**src/rtl/rstm_pkg.sv**
```systemverilog
package rstm_pkg;

  typedef enum logic [2:0] {
    CS_POR  = 3'd0,
    CS_TEST = 3'd1,
    CS_PIN  = 3'd2,
    CS_EMU  = 3'd3,
    CS_WDT  = 3'd4,
    CS_SWC  = 3'd5,
    CS_SWW  = 3'd6
  } cause_e;

  localparam int NUM_CAUSE = 7;
  localparam int REG_W     = NUM_CAUSE;
  localparam int CTRL_COLD = 0;
  localparam int CTRL_WARM = 1;

  typedef struct packed {
    logic cold;
    logic warm;
    logic tst;
    logic pin_hiz;
    logic relatch;
  } dom_t;

  // Both software causes share the lowest rank.
  function automatic logic [2:0] rank_of(cause_e c);
    return (c == CS_SWW) ? 3'd5 : 3'(c);
  endfunction

  function automatic dom_t domains_of(cause_e c);
    dom_t d;
    d = '0;
    unique case (c)
      CS_POR:  d = '{cold: 1'b1, warm: 1'b1, tst: 1'b1, pin_hiz: 1'b1, relatch: 1'b1};
      CS_TEST: d = '{cold: 1'b0, warm: 1'b0, tst: 1'b1, pin_hiz: 1'b1, relatch: 1'b0};
      CS_PIN:  d = '{cold: 1'b0, warm: 1'b1, tst: 1'b0, pin_hiz: 1'b1, relatch: 1'b1};
      CS_SWC:  d = '{cold: 1'b1, warm: 1'b1, tst: 1'b0, pin_hiz: 1'b0, relatch: 1'b0};
      default: d = '{cold: 1'b0, warm: 1'b1, tst: 1'b0, pin_hiz: 1'b0, relatch: 1'b0};
    endcase
    return d;
  endfunction

endpackage

```
**src/rtl/rstm_arb.sv**
```systemverilog
module rstm_arb
  import rstm_pkg::*;
(
  input  logic [NUM_CAUSE-1:1] req_i,
  output logic                 vld_o,
  output cause_e               cause_o
);
  // Scan from the lowest rank upward; the last hit is the highest rank.
  always_comb begin
    vld_o   = 1'b0;
    cause_o = CS_SWW;
    for (int i = NUM_CAUSE - 1; i >= 1; i--) begin
      if (req_i[i]) begin
        vld_o   = 1'b1;
        cause_o = cause_e'(i);
      end
    end
  end
endmodule

```
**src/rtl/rstm_seq.sv**
```systemverilog
module rstm_seq
  import rstm_pkg::*;
#(
  parameter int HOLD_CYC = 16
) (
  input  logic   clk,
  input  logic   rst_n,
  input  logic   req_vld_i,
  input  cause_e req_cause_i,
  output logic   busy_o,
  output cause_e cause_o,
  output logic   accept_o,
  output logic   done_o
);
  localparam int CNT_W = $clog2(HOLD_CYC + 1);
  localparam logic [CNT_W-1:0] CNT_LOAD = CNT_W'(HOLD_CYC - 1);

  logic             busy_q;
  cause_e           cause_q;
  logic [CNT_W-1:0] cnt_q;
  logic             last_cyc;

  assign last_cyc = busy_q && (cnt_q == '0);
  assign accept_o = req_vld_i &&
                    (!busy_q || last_cyc || (rank_of(req_cause_i) < rank_of(cause_q)));
  assign done_o   = last_cyc && !accept_o;
  assign busy_o   = busy_q;
  assign cause_o  = cause_q;

  always_ff @(posedge clk or negedge rst_n) begin
    if (!rst_n) begin
      busy_q  <= 1'b1;
      cause_q <= CS_POR;
      cnt_q   <= CNT_LOAD;
    end else if (accept_o) begin
      busy_q  <= 1'b1;
      cause_q <= req_cause_i;
      cnt_q   <= CNT_LOAD;
    end else if (busy_q) begin
      if (cnt_q == '0) busy_q <= 1'b0;
      else             cnt_q  <= cnt_q - 1'b1;
    end
  end
endmodule

```
**src/rtl/rstm_regs.sv**
```systemverilog
module rstm_regs
  import rstm_pkg::*;
(
  input  logic             clk,
  input  logic             rst_n,
  input  logic             wr_i,
  input  logic             addr_i,
  input  logic [REG_W-1:0] wdata_i,
  output logic [REG_W-1:0] rdata_o,
  input  logic             accept_i,
  input  cause_e           cause_i,
  output logic             swc_req_o,
  output logic             sww_req_o
);
  logic [1:0]           pend_q;
  logic [NUM_CAUSE-1:0] stat_q;
  logic [NUM_CAUSE-1:0] stat_d;

  // Software request bits live for one cycle: they are consumed or dropped.
  always_ff @(posedge clk or negedge rst_n) begin
    if (!rst_n)                 pend_q <= '0;
    else if (wr_i && !addr_i)   pend_q <= {wdata_i[CTRL_WARM], wdata_i[CTRL_COLD]};
    else                        pend_q <= '0;
  end

  always_comb begin
    stat_d = stat_q;
    if (wr_i && addr_i) stat_d = stat_d & ~wdata_i[NUM_CAUSE-1:0];
    if (accept_i)       stat_d[cause_i] = 1'b1;
  end

  always_ff @(posedge clk or negedge rst_n) begin
    if (!rst_n) stat_q <= NUM_CAUSE'(1);
    else        stat_q <= stat_d;
  end

  assign swc_req_o = pend_q[0];
  assign sww_req_o = pend_q[1];
  assign rdata_o   = addr_i ? stat_q : {{(REG_W-2){1'b0}}, pend_q[1], pend_q[0]};
endmodule

```
**src/rtl/sys_rst_mgr.sv**
```systemverilog
module sys_rst_mgr
  import rstm_pkg::*;
#(
  parameter int HOLD_CYC   = 16,
  parameter int BOOT_W     = 16,
  parameter int RSTOUT_BIT = 11
) (
  input  logic              clk,
  input  logic              rst_n,
  input  logic              test_req_i,
  input  logic              pin_req_i,
  input  logic              emu_req_i,
  input  logic              wdt_req_i,
  input  logic [BOOT_W-1:0] boot_i,
  input  logic              reg_wr_i,
  input  logic              reg_addr_i,
  input  logic [REG_W-1:0]  reg_wdata_i,
  output logic [REG_W-1:0]  reg_rdata_o,
  output logic              cold_rst_o,
  output logic              warm_rst_o,
  output logic              tst_rst_o,
  output logic              rstout_o,
  output logic              rstout_oe_o,
  output logic [BOOT_W-1:0] boot_mode_o
);
  logic                 swc_req, sww_req;
  logic [NUM_CAUSE-1:1] req_vec;
  logic                 arb_vld;
  cause_e               arb_cause;
  logic                 busy, accept, done;
  cause_e               cur_cause;
  dom_t                 dom;
  logic [BOOT_W-1:0]    boot_q;

  assign req_vec = {sww_req, swc_req, wdt_req_i, emu_req_i, pin_req_i, test_req_i};

  rstm_arb u_arb (
    .req_i   (req_vec),
    .vld_o   (arb_vld),
    .cause_o (arb_cause)
  );

  rstm_seq #(.HOLD_CYC(HOLD_CYC)) u_seq (
    .clk         (clk),
    .rst_n       (rst_n),
    .req_vld_i   (arb_vld),
    .req_cause_i (arb_cause),
    .busy_o      (busy),
    .cause_o     (cur_cause),
    .accept_o    (accept),
    .done_o      (done)
  );

  rstm_regs u_regs (
    .clk       (clk),
    .rst_n     (rst_n),
    .wr_i      (reg_wr_i),
    .addr_i    (reg_addr_i),
    .wdata_i   (reg_wdata_i),
    .rdata_o   (reg_rdata_o),
    .accept_i  (accept),
    .cause_i   (arb_cause),
    .swc_req_o (swc_req),
    .sww_req_o (sww_req)
  );

  assign dom = domains_of(cur_cause);

  // Boot word is resampled only when a relatching sequence really ends.
  always_ff @(posedge clk or negedge rst_n) begin
    if (!rst_n)                 boot_q <= '0;
    else if (done && dom.relatch) boot_q <= boot_i;
  end

  assign cold_rst_o  = busy && dom.cold;
  assign warm_rst_o  = busy && dom.warm;
  assign tst_rst_o   = busy && dom.tst;
  assign rstout_oe_o = busy && !dom.pin_hiz;
  assign rstout_o    = boot_q[RSTOUT_BIT];
  assign boot_mode_o = boot_q;
endmodule

```
**config.mk**
```make
export PLATFORM = sky130hd
export DESIGN_NAME = sys_rst_mgr
export DESIGN_NICKNAME = d
export VERILOG_FILES = /design/src/rtl/rstm_pkg.sv /design/src/rtl/rstm_arb.sv /design/src/rtl/rstm_seq.sv /design/src/rtl/rstm_regs.sv /design/src/rtl/sys_rst_mgr.sv
export SDC_FILE = /design/constraint.sdc
export NUM_CORES = 1
export LEC_CHECK = 0
export ABC_AREA = 1
export CAP_MARGIN = 20
export CORE_AREA = 2 2 88 90
export DETAILED_ROUTE_END_ITERATION = 6
export DIE_AREA = 0 0 90 92
export PLACE_DENSITY = 0.57
export SLEW_MARGIN = 30
export SYNTH_ARGS = -nofsm -noshare
export SYNTH_HDL_FRONTEND = slang
export SYNTH_SLANG_ARGS = --single-unit
```
**constraint.sdc**
```tcl
create_clock -name clk -period 5.2 [get_ports clk]
set_input_delay 0.78 -clock clk [delete_from_list [all_inputs] [get_ports clk]]
set_output_delay 0.78 -clock clk [all_outputs]
set_load 0.05 [all_outputs]
```
Yosys cells after proc, flatten, opt, wreduce, memory -nomap -nowiden
Cells that the tools add are included.
W data, S select, Z words.
{"block": "word_totals", "ff_bits": 34, "input_bits": 31, "output_inout_bits": 28, "elab_cells": 66}
{"block": "classes", "n_addsub": 1, "order_cmp": 3, "eq_ne": 6, "mux": 26, "bitwise_logic": 3, "n_reduce_logical": 21}
{"cell": "$mux W7", "count": 3}
{"cell": "$pmux W5 S4", "count": 1}
{"cell": "$mux W3", "count": 5}
{"cell": "$mux W5", "count": 3}
{"cell": "$logic_and A1 B1 Y1", "count": 11}
{"cell": "$mux W1", "count": 10}
{"cell": "$eq A3 B3 Y1 const B", "count": 3}
{"cell": "$and A7 B7 Y7", "count": 1}
{"cell": "$not A7 Y7", "count": 1}
{"cell": "$or A7 B7 Y7", "count": 1}
{"cell": "$mux W2", "count": 3}
{"cell": "$logic_not A5 Y1", "count": 1}
{"cell": "$sub A5 B1 Y5 const B", "count": 1}
{"cell": "$logic_not A1 Y1", "count": 4}
{"cell": "$lt A3 B4 Y1 const B", "count": 1}
{"cell": "$demux W1 S3", "count": 1}
{"cell": "$eq A3 B1 Y1 const B", "count": 1}
{"cell": "$eq A3 B2 Y1 const B", "count": 1}
{"cell": "$ge A3 B1 Y1 const B", "count": 1}
{"cell": "$logic_not A3 Y1", "count": 1}
{"cell": "$lt A3 B3 Y1", "count": 1}
{"cell": "$logic_or A1 B1 Y1", "count": 2}
{"cell": "$ne A2 B1 Y1 const B", "count": 1}
{"cell": "$reduce_and A2 Y1", "count": 1}
{"cell": "$reduce_bool A2 Y1", "count": 1}

Depth between registers and ports, before layout
Gate-level depths: netlist (run 1).
{"block": "logic_depth", "word_depth": 13, "ltp_mapped": 12, "depth_no_buf": 12}

By module
Synthesis (run 1) repeated with hierarchy kept, for this count alone.
{"block": "hier_totals", "hier_cells": 236, "area_unflattened_um2": 1860.5}
{"module": "sys_rst_mgr", "n_inst": 1, "cells_per_inst": 84, "area_per_inst_um2": 713.2, "seq_area_each_um2": 400.4}
{"module": "rstm_seq", "n_inst": 1, "cells_per_inst": 72, "area_per_inst_um2": 584.3, "seq_area_each_um2": 231.5}
{"module": "rstm_regs", "n_inst": 1, "cells_per_inst": 65, "area_per_inst_um2": 493.0, "seq_area_each_um2": 226.5}
{"module": "rstm_arb", "n_inst": 1, "cells_per_inst": 15, "area_per_inst_um2": 70.1, "seq_area_each_um2": 0.0}

Worst setup path after synthesis (run 1)
OpenSTA, ideal clock, no wires.
{"block": "synth_path", "kind": "input to output", "from": "input reg_addr_i", "to": "output reg_rdata_o[1]", "arrival_ns": 2.082, "required_time_ns": 4.420, "slack_ns": 2.338, "cell_stages": 2, "path_buffers": 1, "cell_sequence": "clkbuf_1 > o21ai_0"}
{"block": "synth_via", "elab_chain_cells": 1}
{"item": "from (decl)", "line_no": "sys_rst_mgr.sv:16", "text": "input logic reg_addr_i,"}
{"item": "$mux W7", "line_no": "rstm_regs.sv:39", "text": "assign rdata_o = addr_i ? stat_q : {{(REG_W-2){1'b0}}, pend_q[1], pend_q[0]};"}
{"item": "to (decl)", "line_no": "sys_rst_mgr.sv:18", "text": "output logic [REG_W-1:0] reg_rdata_o,"}
Every way passes these cells.

Worst setup path in the final report (run 1)
{"block": "layout_path", "from": "input reg_addr_i", "to": "output reg_rdata_o[0]"}
Same word-level chain as after synthesis.

==> results of run 1 <==
[cells in the final DEF, fill, tap and decap left out, types with 2 or more instances in the layout]
cell type and n:
sky130_fd_sc_hd__a21oi_1 4, sky130_fd_sc_hd__clkbuf_8 6, sky130_fd_sc_hd__clkdlybuf4s50_1 58, sky130_fd_sc_hd__dfrtp_1 28
sky130_fd_sc_hd__dfstp_2 6, sky130_fd_sc_hd__ha_1 3, sky130_fd_sc_hd__inv_1 48, sky130_fd_sc_hd__nand2_1 63
sky130_fd_sc_hd__nand2_4 2, sky130_fd_sc_hd__nand3_1 20, sky130_fd_sc_hd__nand4_1 2, sky130_fd_sc_hd__nand4_2 2
sky130_fd_sc_hd__nor2_1 8, sky130_fd_sc_hd__nor2_2 2, sky130_fd_sc_hd__nor3_1 5, sky130_fd_sc_hd__o21ai_0 20
sky130_fd_sc_hd__o21ai_1 3
[tightest hold or removal path, cell delays in order (launching register included)]
cell and delay (ns):
sky130_fd_sc_hd__dfstp_2 0.37, sky130_fd_sc_hd__o21ai_0 0.06, sky130_fd_sc_hd__inv_1 0.04
[metal layers]
| metal | part of all wire [%] | vias up |
|---|---|---|
| met2 | 45 | 41 |
| met4 | 1.6 | 0 |
| li1 | - | 837 |
| met1 | 48 | 716 |
| met3 | 4.9 | 6 |
| met5 | 0 | - |
[power by group]
part | total, mW | switching (mW) | internal [mW]
logic | 0.379 | 0.241 | 0.137
registers | 0.353 | 0.0405 | 0.312
clock network | 0.199 | 0.0923 | 0.107
[state kept, by name (all words and copies together), names as in the netlist]
signal,flops
u_regs.pend_q,2
boot_mode_o,16
u_seq.cnt_q,5
u_seq.busy_o,1
u_regs.stat_q,7
u_seq.cause_o,3
[through the flow]
step / hold WS [ns] / cells / utilization (%)
floorplan: 0.440 / 231 / -
global placement: 0.465 / 386 / 33.2
detailed placement: 0.460 / 386 / 33.2
CTS: 0.472 / 394 / 34.4
global route: 0.502 / 395 / 34.6
finish: 0.468 / 395 / 34.6
[area by class of cell]
cell class	instances	area (um^2)
fill	804	4870
sequential	34	858
multi-input combinational	142	714
timing repair buffer	60	603
inverter	49	184
tap	102	128
clock buffer	7	86.3
clock inverter	1	5.00
[path summary, 6_finish.rpt]
kind / depth (start not counted) / slack, ns / end / from
worst max-delay path: 3 / 1.79 / reg_rdata_o[0] / reg_addr_i
worst min-delay path: 2 / 0.47 / u_regs.stat_q[0] / u_regs.stat_q[0]
worst max register to register: 11 / 3.29 / boot_mode_o[7] / u_seq.cnt_q[0]
worst min register to register: 2 / 0.47 / u_regs.stat_q[0] / u_regs.stat_q[0]
max in group asynchronous: 2 / 3.95 / u_seq.cnt_q[3] / rst_n
min in group asynchronous: 2 / 0.91 / boot_mode_o[2] / rst_n
[kinds of logic after synthesis]
logic type	after synthesis	share of synthesized area (%)
AO/OA/AOI/OAI	28	7.94
multiplexers	1	0.627
flip-flops	34	47.8
XOR/XNOR	1	0.488
buffers and inverters	55	12.4
AND/OR/NAND/NOR	109	28.6
adder cells (fa/ha/maj)	3	2.09
==> Flow_metrics.wiki, run 1 <==
{| class="wikitable"
! Metric !! Value
|-
| Outcome || finished clean
|-
| Clock Skew || between 0.004 and 0.005 ns
|-
| Type of the most critical hold path || reg2reg
|-
| Met3 usage in global routing || around 3%
|-
| Total Neg Setup Slack || 0 ns
|-
| Worst endpoint data arrival time || ~2.6 ns
|-
| Nets in the synthesized netlist || around 270
|-
| Final count of hold timing violations || 0
|-
| Clock H-tree levels || 2
|-
| Detail Placement HPWL || 3070 um
|-
| Post-Syn Instances || 231
|-
| Starting utilization of the core area || 24.1%
|-
| Main flop type after synthesis || sky130_fd_sc_hd__dfrtp_1
|-
| Classification of the worst setup path || in2out
|-
| Slew HR || 65.7%
|-
| Post-cts hold buffer count || 0
|-
| Minimum clock period after layout || 3.41 ns
|-
| Worst-case setup slack after placement || around 1.8 ns
|-
| Average size of a mapped cell || 7.77 um^2
|-
| Critical Path, Cell by Cell || clkdlybuf4s50_1, mux2_2, clkdlybuf4s50_1
|-
| Number of nets with antenna violations after routing || 0
|-
| Worst-path fanout max || 14
|-
| Number of clock sinks || 34
|-
| Timing-limited maximum frequency || 293 MHz
|-
| Yosys synthesis warning count || 0
|-
| Required time of the critical path || 4.42 ns
|-
| Worst voltage drop across the vdd grid || 0.101 mV
|-
| Buffers and inverters on the worst path || 2
|-
| PwrDens || 361 nW/um^2
|-
| Cell family contributing the most delay on the critical path || buffers and inverters
|-
| Proportion of layout cells with a drive suffix above 1 || a little under a tenth
|-
| Clock transition at the register clock pins on the worst setup and hold paths after CTS || 0.07 ns
|-
| RSZ-0062 raised after global routing || false
|-
| Met1 track demand over resource || 13.0%
|-
| Share of synthesized flip-flops with an asynchronous set or reset || 100%
|-
| Buffers inserted by post-CTS timing repair || 0
|-
| Critical Path Most Common Cell || sky130_fd_sc_hd__clkdlybuf4s50_1
|-
| Leakage || 1.31 nW
|-
| Max-slew violation count || 0
|-
| Number of port buffers || 58
|-
| Busiest layer in global routing || met2
|-
| Total wire length after detailed routing || 4100 um
|-
| GP Congestion || 0.775
|-
| CORE AREA || about 7400 um^2
|-
| Worst setup EP type || primary output
|-
| Count of vias placed by the detailed router || 1600
|-
| Routed wire per std cell || a little over 10 um
|-
| Number of inserted diodes || 0
|-
| Total non-filler cell area in the finished layout || 2580 um^2
|-
| Period utilisation layout || about two thirds
|-
| Number of remaining DRC errors || 0
|-
| Number of global-route vias before repair || around 1500
|-
| Met2 Use GR || 16.9%
|-
| Cell variety after synth || 27
|-
| Largest area contributor in the synthesized netlist || sky130_fd_sc_hd__dfrtp_1
|-
| Sequential fraction of the synthesis area || 47.8%
|-
| Slowest cell on the critical path || sky130_fd_sc_hd__clkdlybuf4s50_1
|-
| NumNets Final || 326
|-
| Flops & latches, synth || 34
|-
| Pin count of the biggest net entering global routing || 35
|-
| TritonCTS Buffers || 5
|-
| CTS resizes || 0
|-
| X dimension of the die || 90 um
|-
| Clock Latency Late Sink || 0.28 ns
|-
| Count of flip-flops with a built-in enable after synthesis || 0
|-
| Proportion of netlist area held by the largest area contributor || 39.0%
|-
| Layout overhead on the synthesized area || 43.6%
|-
| Most frequent cell after synthesis || sky130_fd_sc_hd__nand2_1
|-
| Post-layout worst setup margin || 1.79 ns
|-
| Gr ovfl total || 0
|-
| Antenna violations before repair || 0
|-
| Maximum clock path buffer count || 2
|-
| Startpoint class of the critical path || input pin
|-
| TritonRoute pass-1 iters || 4
|-
| Aggregate global-route resource usage || 10.4%
|-
| Wire length of the first global-routing pass || 6980 um
|-
| Post-DP Area || 2470 um^2
|-
| Die Footprint || 8280 um^2
|-
| Top-level I/O count || a little under 60
|-
| Number of failing setup endpoints in the final timing report || 0
|-
| Clock tree from TritonCTS || built
|-
| Delay contributed by the slowest stage of the critical path || about 0.76 ns
|-
| Largest cells by area after synthesis || sky130_fd_sc_hd__dfrtp_1 39%, sky130_fd_sc_hd__nand2_1 13%, sky130_fd_sc_hd__inv_1 10%, sky130_fd_sc_hd__dfstp_2 8.8%, sky130_fd_sc_hd__nand3_1 5.6%
|-
| Site row count || 32
|-
| Max-cap check violation count || 0
|-
| Die extent in y || between 90 and 100 um
|-
| Initial DRC Count || 71
|-
| Worst-margin pin slew || 0.513 ns
|-
| Post-Syn Area || 1800 um^2
|-
| Total Power || 0.930 mW
|-
| Average vias per placed instance || a little over 4
|-
| Library cell used as clock root buffer || sky130_fd_sc_hd__clkbuf_8
|-
| Synth cell count leaders || 63 x sky130_fd_sc_hd__nand2_1, 48 x sky130_fd_sc_hd__inv_1, 28 x sky130_fd_sc_hd__dfrtp_1
|}
No activity file was read; power rests on OpenSTA's default activity.
==> run 2: changes to the inputs <==
Settings changed: PLACE_DENSITY 0.57 to 0.59.
Clock period 5.2 ns to 2.75 ns, I/O delays scaled along.
==> run 2 against run 1 <==
Effect of this change: clock-buffer cell count stayed put; worst setup slack worse by 1.4 ns; die area stayed put; largest cell class unchanged; register-to-register slack worse by 2.4 ns; non-clock buffer count is 1 lower; first-iteration DRC count is 54% higher; sequential share of layout area is 0.49 points higher; wire length is 2.2% higher.
==> Flow_metrics.wiki, run 2 (synthesis gave the netlist of run 1 again) <==
{| class="wikitable"
! Metric !! Value
|-
| Terminus of the critical flop-to-flop path || u_seq.cnt_q[4]
|-
| Post-layout util || roughly a third
|-
| Buffers inserted by post-CTS timing repair || 0
|-
| Average vias per placed instance || between 4 and 5
|-
| Gr ovfl total || 0
|-
| Antenna violations before repair || 0
|-
| Most used cells in the layout excluding fill and tap cells || 63 x sky130_fd_sc_hd__nand2_1, 50 x sky130_fd_sc_hd__clkdlybuf4s50_1, 48 x sky130_fd_sc_hd__inv_1
|-
| Starting utilization of the core area || around a quarter
|-
| Aggregate global-route resource usage || 10.5%
|-
| Met2 Use GR || 16.8%
|-
| Timing-limited maximum frequency || around 420 MHz
|-
| Outcome || finished clean
|-
| Library cell used as clock root buffer || sky130_fd_sc_hd__clkbuf_8
|-
| Worst voltage drop across the vdd grid || 0.208 mV
|-
| Die extent in y || 92 um
|-
| TritonRoute pass-1 iters || 6
|-
| Most common cell after layout, fill and taps aside || sky130_fd_sc_hd__nand2_1
|-
| CTS resizes || 0
|-
| Minimum clock period after layout || about 2.4 ns
|-
| X dimension of the die || 90 um
|-
| Slowest cell on the critical path || sky130_fd_sc_hd__clkdlybuf4s50_1
|-
| Clock Skew || 0.00924 ns
|-
| Pin count of the biggest net entering global routing || 35
|-
| TritonCTS Buffers || 5
|-
| Cell family contributing the most delay on the critical path || buffers and inverters
|-
| Total non-filler cell area in the finished layout || 2540 um^2
|-
| Flip-flop count of the largest register after layout || 16
|-
| Post-DP Area || 2450 um^2
|-
| Slew HR || between 40% and 50%
|-
| Fill cell total of the finished layout || around 800
|-
| Met3 usage in global routing || under 10%
|-
| Post-cts hold buffer count || 0
|-
| Period utilisation layout || 86.7%
|-
| Clock Latency Late Sink || 0.28 ns
|-
| Buffers and inverters on the worst path || 2
|-
| Number of nets with antenna violations after routing || 0
|-
| Clock tree from TritonCTS || built
|-
| Startpoint class of the critical path || flip-flop
|-
| Worst endpoint data arrival time || around 2 ns
|-
| Max-slew violation count || 0
|-
| Total wire length after detailed routing || approximately 4200 um
|-
| Max-cap check violation count || 0
|-
| PwrDens || 689 nW/um^2
|-
| NumNets Final || 325
|-
| Number of clock sinks || 34
|-
| Final count of hold timing violations || 0
|-
| Proportion of layout cells with a drive suffix above 1 || a little under an eighth
|-
| Number of port buffers || 58
|-
| Busiest layer in global routing || met2
|-
| R2r setup slk || 0.87 ns
|-
| Worst-case setup slack after placement || between 0.4 and 0.5 ns
|-
| Clock H-tree levels || 2
|-
| Type of the most critical hold path || in2async
|-
| Number of global-route vias before repair || 1514
|-
| Reg-to-reg startpoint || u_seq.cnt_q[0]
|-
| Total Neg Setup Slack || 0 ns
|-
| CORE AREA || 7450 um^2
|-
| Routed wire per std cell || 10.6 um
|-
| Worst setup EP type || primary output
|-
| Required time of the critical path || 2.34 ns
|-
| Leakage || between 1 and 1.5 nW
|-
| Delay contributed by the slowest stage of the critical path || around 0.84 ns
|-
| Number of remaining DRC errors || 0
|-
| Count of vias placed by the detailed router || 1589
|-
| Worst-margin pin slew || around 0.80 ns
|-
| Initial DRC Count || roughly 110
|-
| Post-layout worst setup margin || roughly 0.37 ns
|-
| GP Congestion || 0.875
|-
| R2R depth || 10
|-
| Maximum clock path buffer count || 2
|-
| Top-level I/O count || 59
|-
| Die Footprint || approximately 8300 um^2
|-
| Classification of the worst setup path || reg2out
|-
| Number of inserted diodes || 0
|-
| RSZ-0062 raised after global routing || false
|-
| Detail Placement HPWL || roughly 3100 um
|-
| Met1 track demand over resource || 13.3%
|-
| Clock transition at the register clock pins on the worst setup and hold paths after CTS || 0.07 ns
|-
| Wire length of the first global-routing pass || 6970 um
|-
| Worst-path fanout max || 5
|-
| Critical Path, Cell by Cell || inv_1, a211oi_1, clkdlybuf4s50_1
|-
| Layout overhead on the synthesized area || 41.5%
|-
| Site row count || 32
|-
| Number of failing setup endpoints in the final timing report || 0
|}
-- run 2: cell types whose count changed in the layout (fill, tap and decap cells not counted) --
cell,before,now
sky130_fd_sc_hd__buf_8,1,0
sky130_fd_sc_hd__buf_2,0,1
sky130_fd_sc_hd__clkdlybuf4s50_1,58,50
sky130_fd_sc_hd__buf_4,1,8
-- run 2: through the flow --
step	cells	total power, mW	hold WS (ns)
global route	394	1.87	0.282
floorplan	231	1.16	0.117
finish	394	1.75	0.220
global placement	386	1.37	0.455
detailed placement	386	1.39	0.471
CTS	394	1.78	0.243
-- run 2: report_power, final --
part | internal [mW] | total (mW) | switching, mW | leakage, nW
sequential | 0.590 | 0.664 | 0.0736 | 0.357
combinational | 0.251 | 0.708 | 0.456 | 0.907
clock | 0.202 | 0.380 | 0.178 | 0.0482
-- run 2: worst max-delay path by stage --
stage	startpoint	to	slack [ns]	cells past startpoint
after floorplan	u_seq.busy_o	rstout_oe_o	0.54	2
after global placement	test_req_i	u_seq.cause_o[2]	0.54	11
after detailed placement	test_req_i	u_regs.stat_q[5]	0.48	11
after CTS	u_seq.busy_o	rstout_oe_o	0.34	3
after global routing	u_seq.cause_o[2]	rstout_oe_o	0.27	3
final	u_seq.busy_o	rstout_oe_o	0.37	3
-- run 2: cell type report --
class	instances	area, um^2	share of cell area (%)
Sequential cell	34	858	33.8
Multi-Input combinational cell	142	714	28.1
Timing Repair Buffer	59	566	22.3
Inverter	49	184	7.24
Tap cell	102	128	5.02
Clock buffer	7	86.3	3.40
Clock inverter	1	5.00	0.197
-- run 2: per-layer routing --
| layer | routed length [um] | vias to the layer above |
|---|---|---|
| li1 | - | 831 |
| met1 | 1990 | 712 |
| met2 | 1910 | 44 |
| met3 | 259 | 2 |
| met4 | 24 | 0 |
| met5 | 0 | - |
==> run 3: changes to the inputs <==
Settings changed: REMOVE_ABC_BUFFERS from default to 1.
==> run 3 against run 2 <==
Effect of this change: core utilization increased by 0.24 points; clock power grew 18%; flip-flop and latch count is the same; hold slack lost 0.010 ns; worst setup slack better by 0.0053 ns; cell count stayed put; largest cell class unchanged; largest power group unchanged.
==> Flow_metrics.wiki, run 3 (synthesis gave the netlist of run 1 again) <==
{| class="wikitable"
! Metric !! Value
|-
| Period utilisation layout || 86.5%
|-
| Switching pwr || about 0.71 mW
|-
| Starting utilization of the core area || 24.1%
|-
| TritonRoute pass-1 iters || 4
|-
| Comb power frac || just under 40%
|-
| Die Footprint || 8280 um^2
|-
| Count of vias placed by the detailed router || 1643
|-
| Final count of hold timing violations || 0
|-
| Slew HR || 48.1%
|-
| Number of clock sinks || 34
|-
| Required time of the critical path || about 2.3 ns
|-
| Library cell used as clock root buffer || sky130_fd_sc_hd__clkbuf_8
|-
| Fraction of power consumed by the clock network || 24.8%
|-
| Worst setup EP type || primary output
|-
| GP Congestion || 0.884
|-
| Average vias per placed instance || 4.17
|-
| Clock Latency Late Sink || around 0.28 ns
|-
| PwrDens || 709 nW/um^2
|-
| Classification of the worst setup path || reg2out
|-
| Routed wire per std cell || between 10 and 15 um
|-
| Worst-margin pin slew || 0.778 ns
|-
| Clock H-tree levels || 2
|-
| RSZ-0062 raised after global routing || false
|-
| Leakage || 1.32 nW
|-
| Number of nets with antenna violations after routing || 0
|-
| Reg power frac || roughly 36%
|-
| Worst voltage drop across the vdd grid || roughly 0.18 mV
|-
| Pin count of the biggest net entering global routing || 35
|-
| Worst endpoint data arrival time || 1.97 ns
|-
| Post-layout util || 34.4%
|-
| Total Neg Setup Slack || 0 ns
|-
| Proportion of layout cells with a drive suffix above 1 || 12.3%
|-
| Total Power || 1.81 mW
|-
| Detail Placement HPWL || approximately 3100 um
|-
| Number of port buffers || 58
|-
| Wire length of the first global-routing pass || 7160 um
|-
| Fill cell total of the finished layout || 810
|-
| Switching part of the total || between 30% and 40%
|-
| Final worst hold slack || 0.210 ns
|-
| Total non-filler cell area in the finished layout || 2560 um^2
|-
| Clock transition at the register clock pins on the worst setup and hold paths after CTS || 0.07 ns
|-
| Maximum clock path buffer count || 2
|-
| Most used cells in the layout excluding fill and tap cells || 63 x sky130_fd_sc_hd__nand2_1, 50 x sky130_fd_sc_hd__clkdlybuf4s50_1, 48 x sky130_fd_sc_hd__inv_1
|-
| DP Cell Count || slightly below 400
|-
| Most common cell after layout, fill and taps aside || sky130_fd_sc_hd__nand2_1
|-
| Post-cts hold buffer count || 0
|-
| Layout overhead on the synthesized area || 42.5%
|-
| TritonCTS Buffers || 5
|-
| Max-cap check violation count || 0
|-
| Final cell count without fillers || 394
|-
| Clock tree from TritonCTS || built
|-
| R2R depth || 10
|-
| Gr ovfl total || 0
|-
| Internal power of the cells || 1.11 mW
|-
| Total wire length after detailed routing || 4150 um
|-
| Worst-path fanout max || 5
|-
| Minimum clock period after layout || 2.38 ns
|-
| Die extent in y || 92 um
|-
| Clock Skew || 0.00716 ns
|-
| Number of global-route vias before repair || 1577
|-
| NumNets Final || about 330
|-
| Outcome || finished clean
|-
| Buffers inserted by post-CTS timing repair || 0
|-
| Number of inserted diodes || 0
|-
| Number of failing setup endpoints in the final timing report || 0
|-
| Post-layout worst setup margin || 0.370 ns
|-
| Type of the most critical hold path || in2async
|-
| CORE AREA || 7450 um^2
|-
| CTS resizes || 0
|-
| Number of remaining DRC errors || 0
|-
| Top-level I/O count || between 50 and 60
|-
| X dimension of the die || approximately 90 um
|-
| Initial DRC Count || between 40 and 50
|-
| Aggregate global-route resource usage || 10.6%
|-
| Startpoint class of the critical path || flip-flop
|-
| Antenna violations before repair || 0
|-
| Flip-flop count of the largest register after layout || 16
|-
| Max-slew violation count || 0
|-
| Worst-case setup slack after placement || 0.448 ns
|-
| Site row count || 32
|-
| Timing-limited maximum frequency || about 420 MHz
|-
| Post-DP Area || 2450 um^2
|}
## run 3: cell type report
cell class | count | area [um^2] | share of cell area [%]
Inverter | 49 | 184 | 7.19
Tap cell | 102 | 128 | 4.99
Sequential cell | 34 | 858 | 33.5
Clock buffer | 5 | 68.8 | 2.69
Timing Repair Buffer | 59 | 566 | 22.1
Multi-Input combinational cell | 142 | 714 | 27.9
Clock inverter | 3 | 40.0 | 1.56
## run 3: worst max-delay path, stage by stage, from the launching register on
cell	delay (ns)
sky130_fd_sc_hd__dfstp_2	0.56
sky130_fd_sc_hd__inv_1	0.09
sky130_fd_sc_hd__a211oi_1	0.21
sky130_fd_sc_hd__clkdlybuf4s50_1	0.83
## run 3: worst paths after layout
check | slack, ns | start | endpoint
max in group asynchronous | 2.05 | rst_n | boot_mode_o[4]
max reg2reg | 0.90 | u_seq.cnt_q[0] | u_seq.cnt_q[4]
min | 0.21 | rst_n | u_regs.stat_q[5]
max | 0.37 | u_seq.busy_o | rstout_oe_o
min in group clk | 0.47 | u_regs.stat_q[0] | u_regs.stat_q[0]
min reg2reg | 0.47 | u_regs.stat_q[0] | u_regs.stat_q[0]
## run 3: routing by layer
metal	vias up	share of wire (%)	wire length (um)	global-route usage [%]
met2	49	48	1990	18.4
met5	-	0	0	0
met1	759	44	1840	12.5
li1	829	-	-	-
met3	6	6.2	256	3.29
met4	0	1.5	62	3.85
## run 3: power by group through the flow
stage	combinational, mW	sequential (mW)	clock, mW
2_1_floorplan	0.496	0.655	0
3_3_place_gp	0.702	0.669	0
3_5_place_dp	0.711	0.670	0
4_1_cts	0.712	0.660	0.480
5_1_grt	0.783	0.671	0.493
6_report	0.703	0.660	0.450
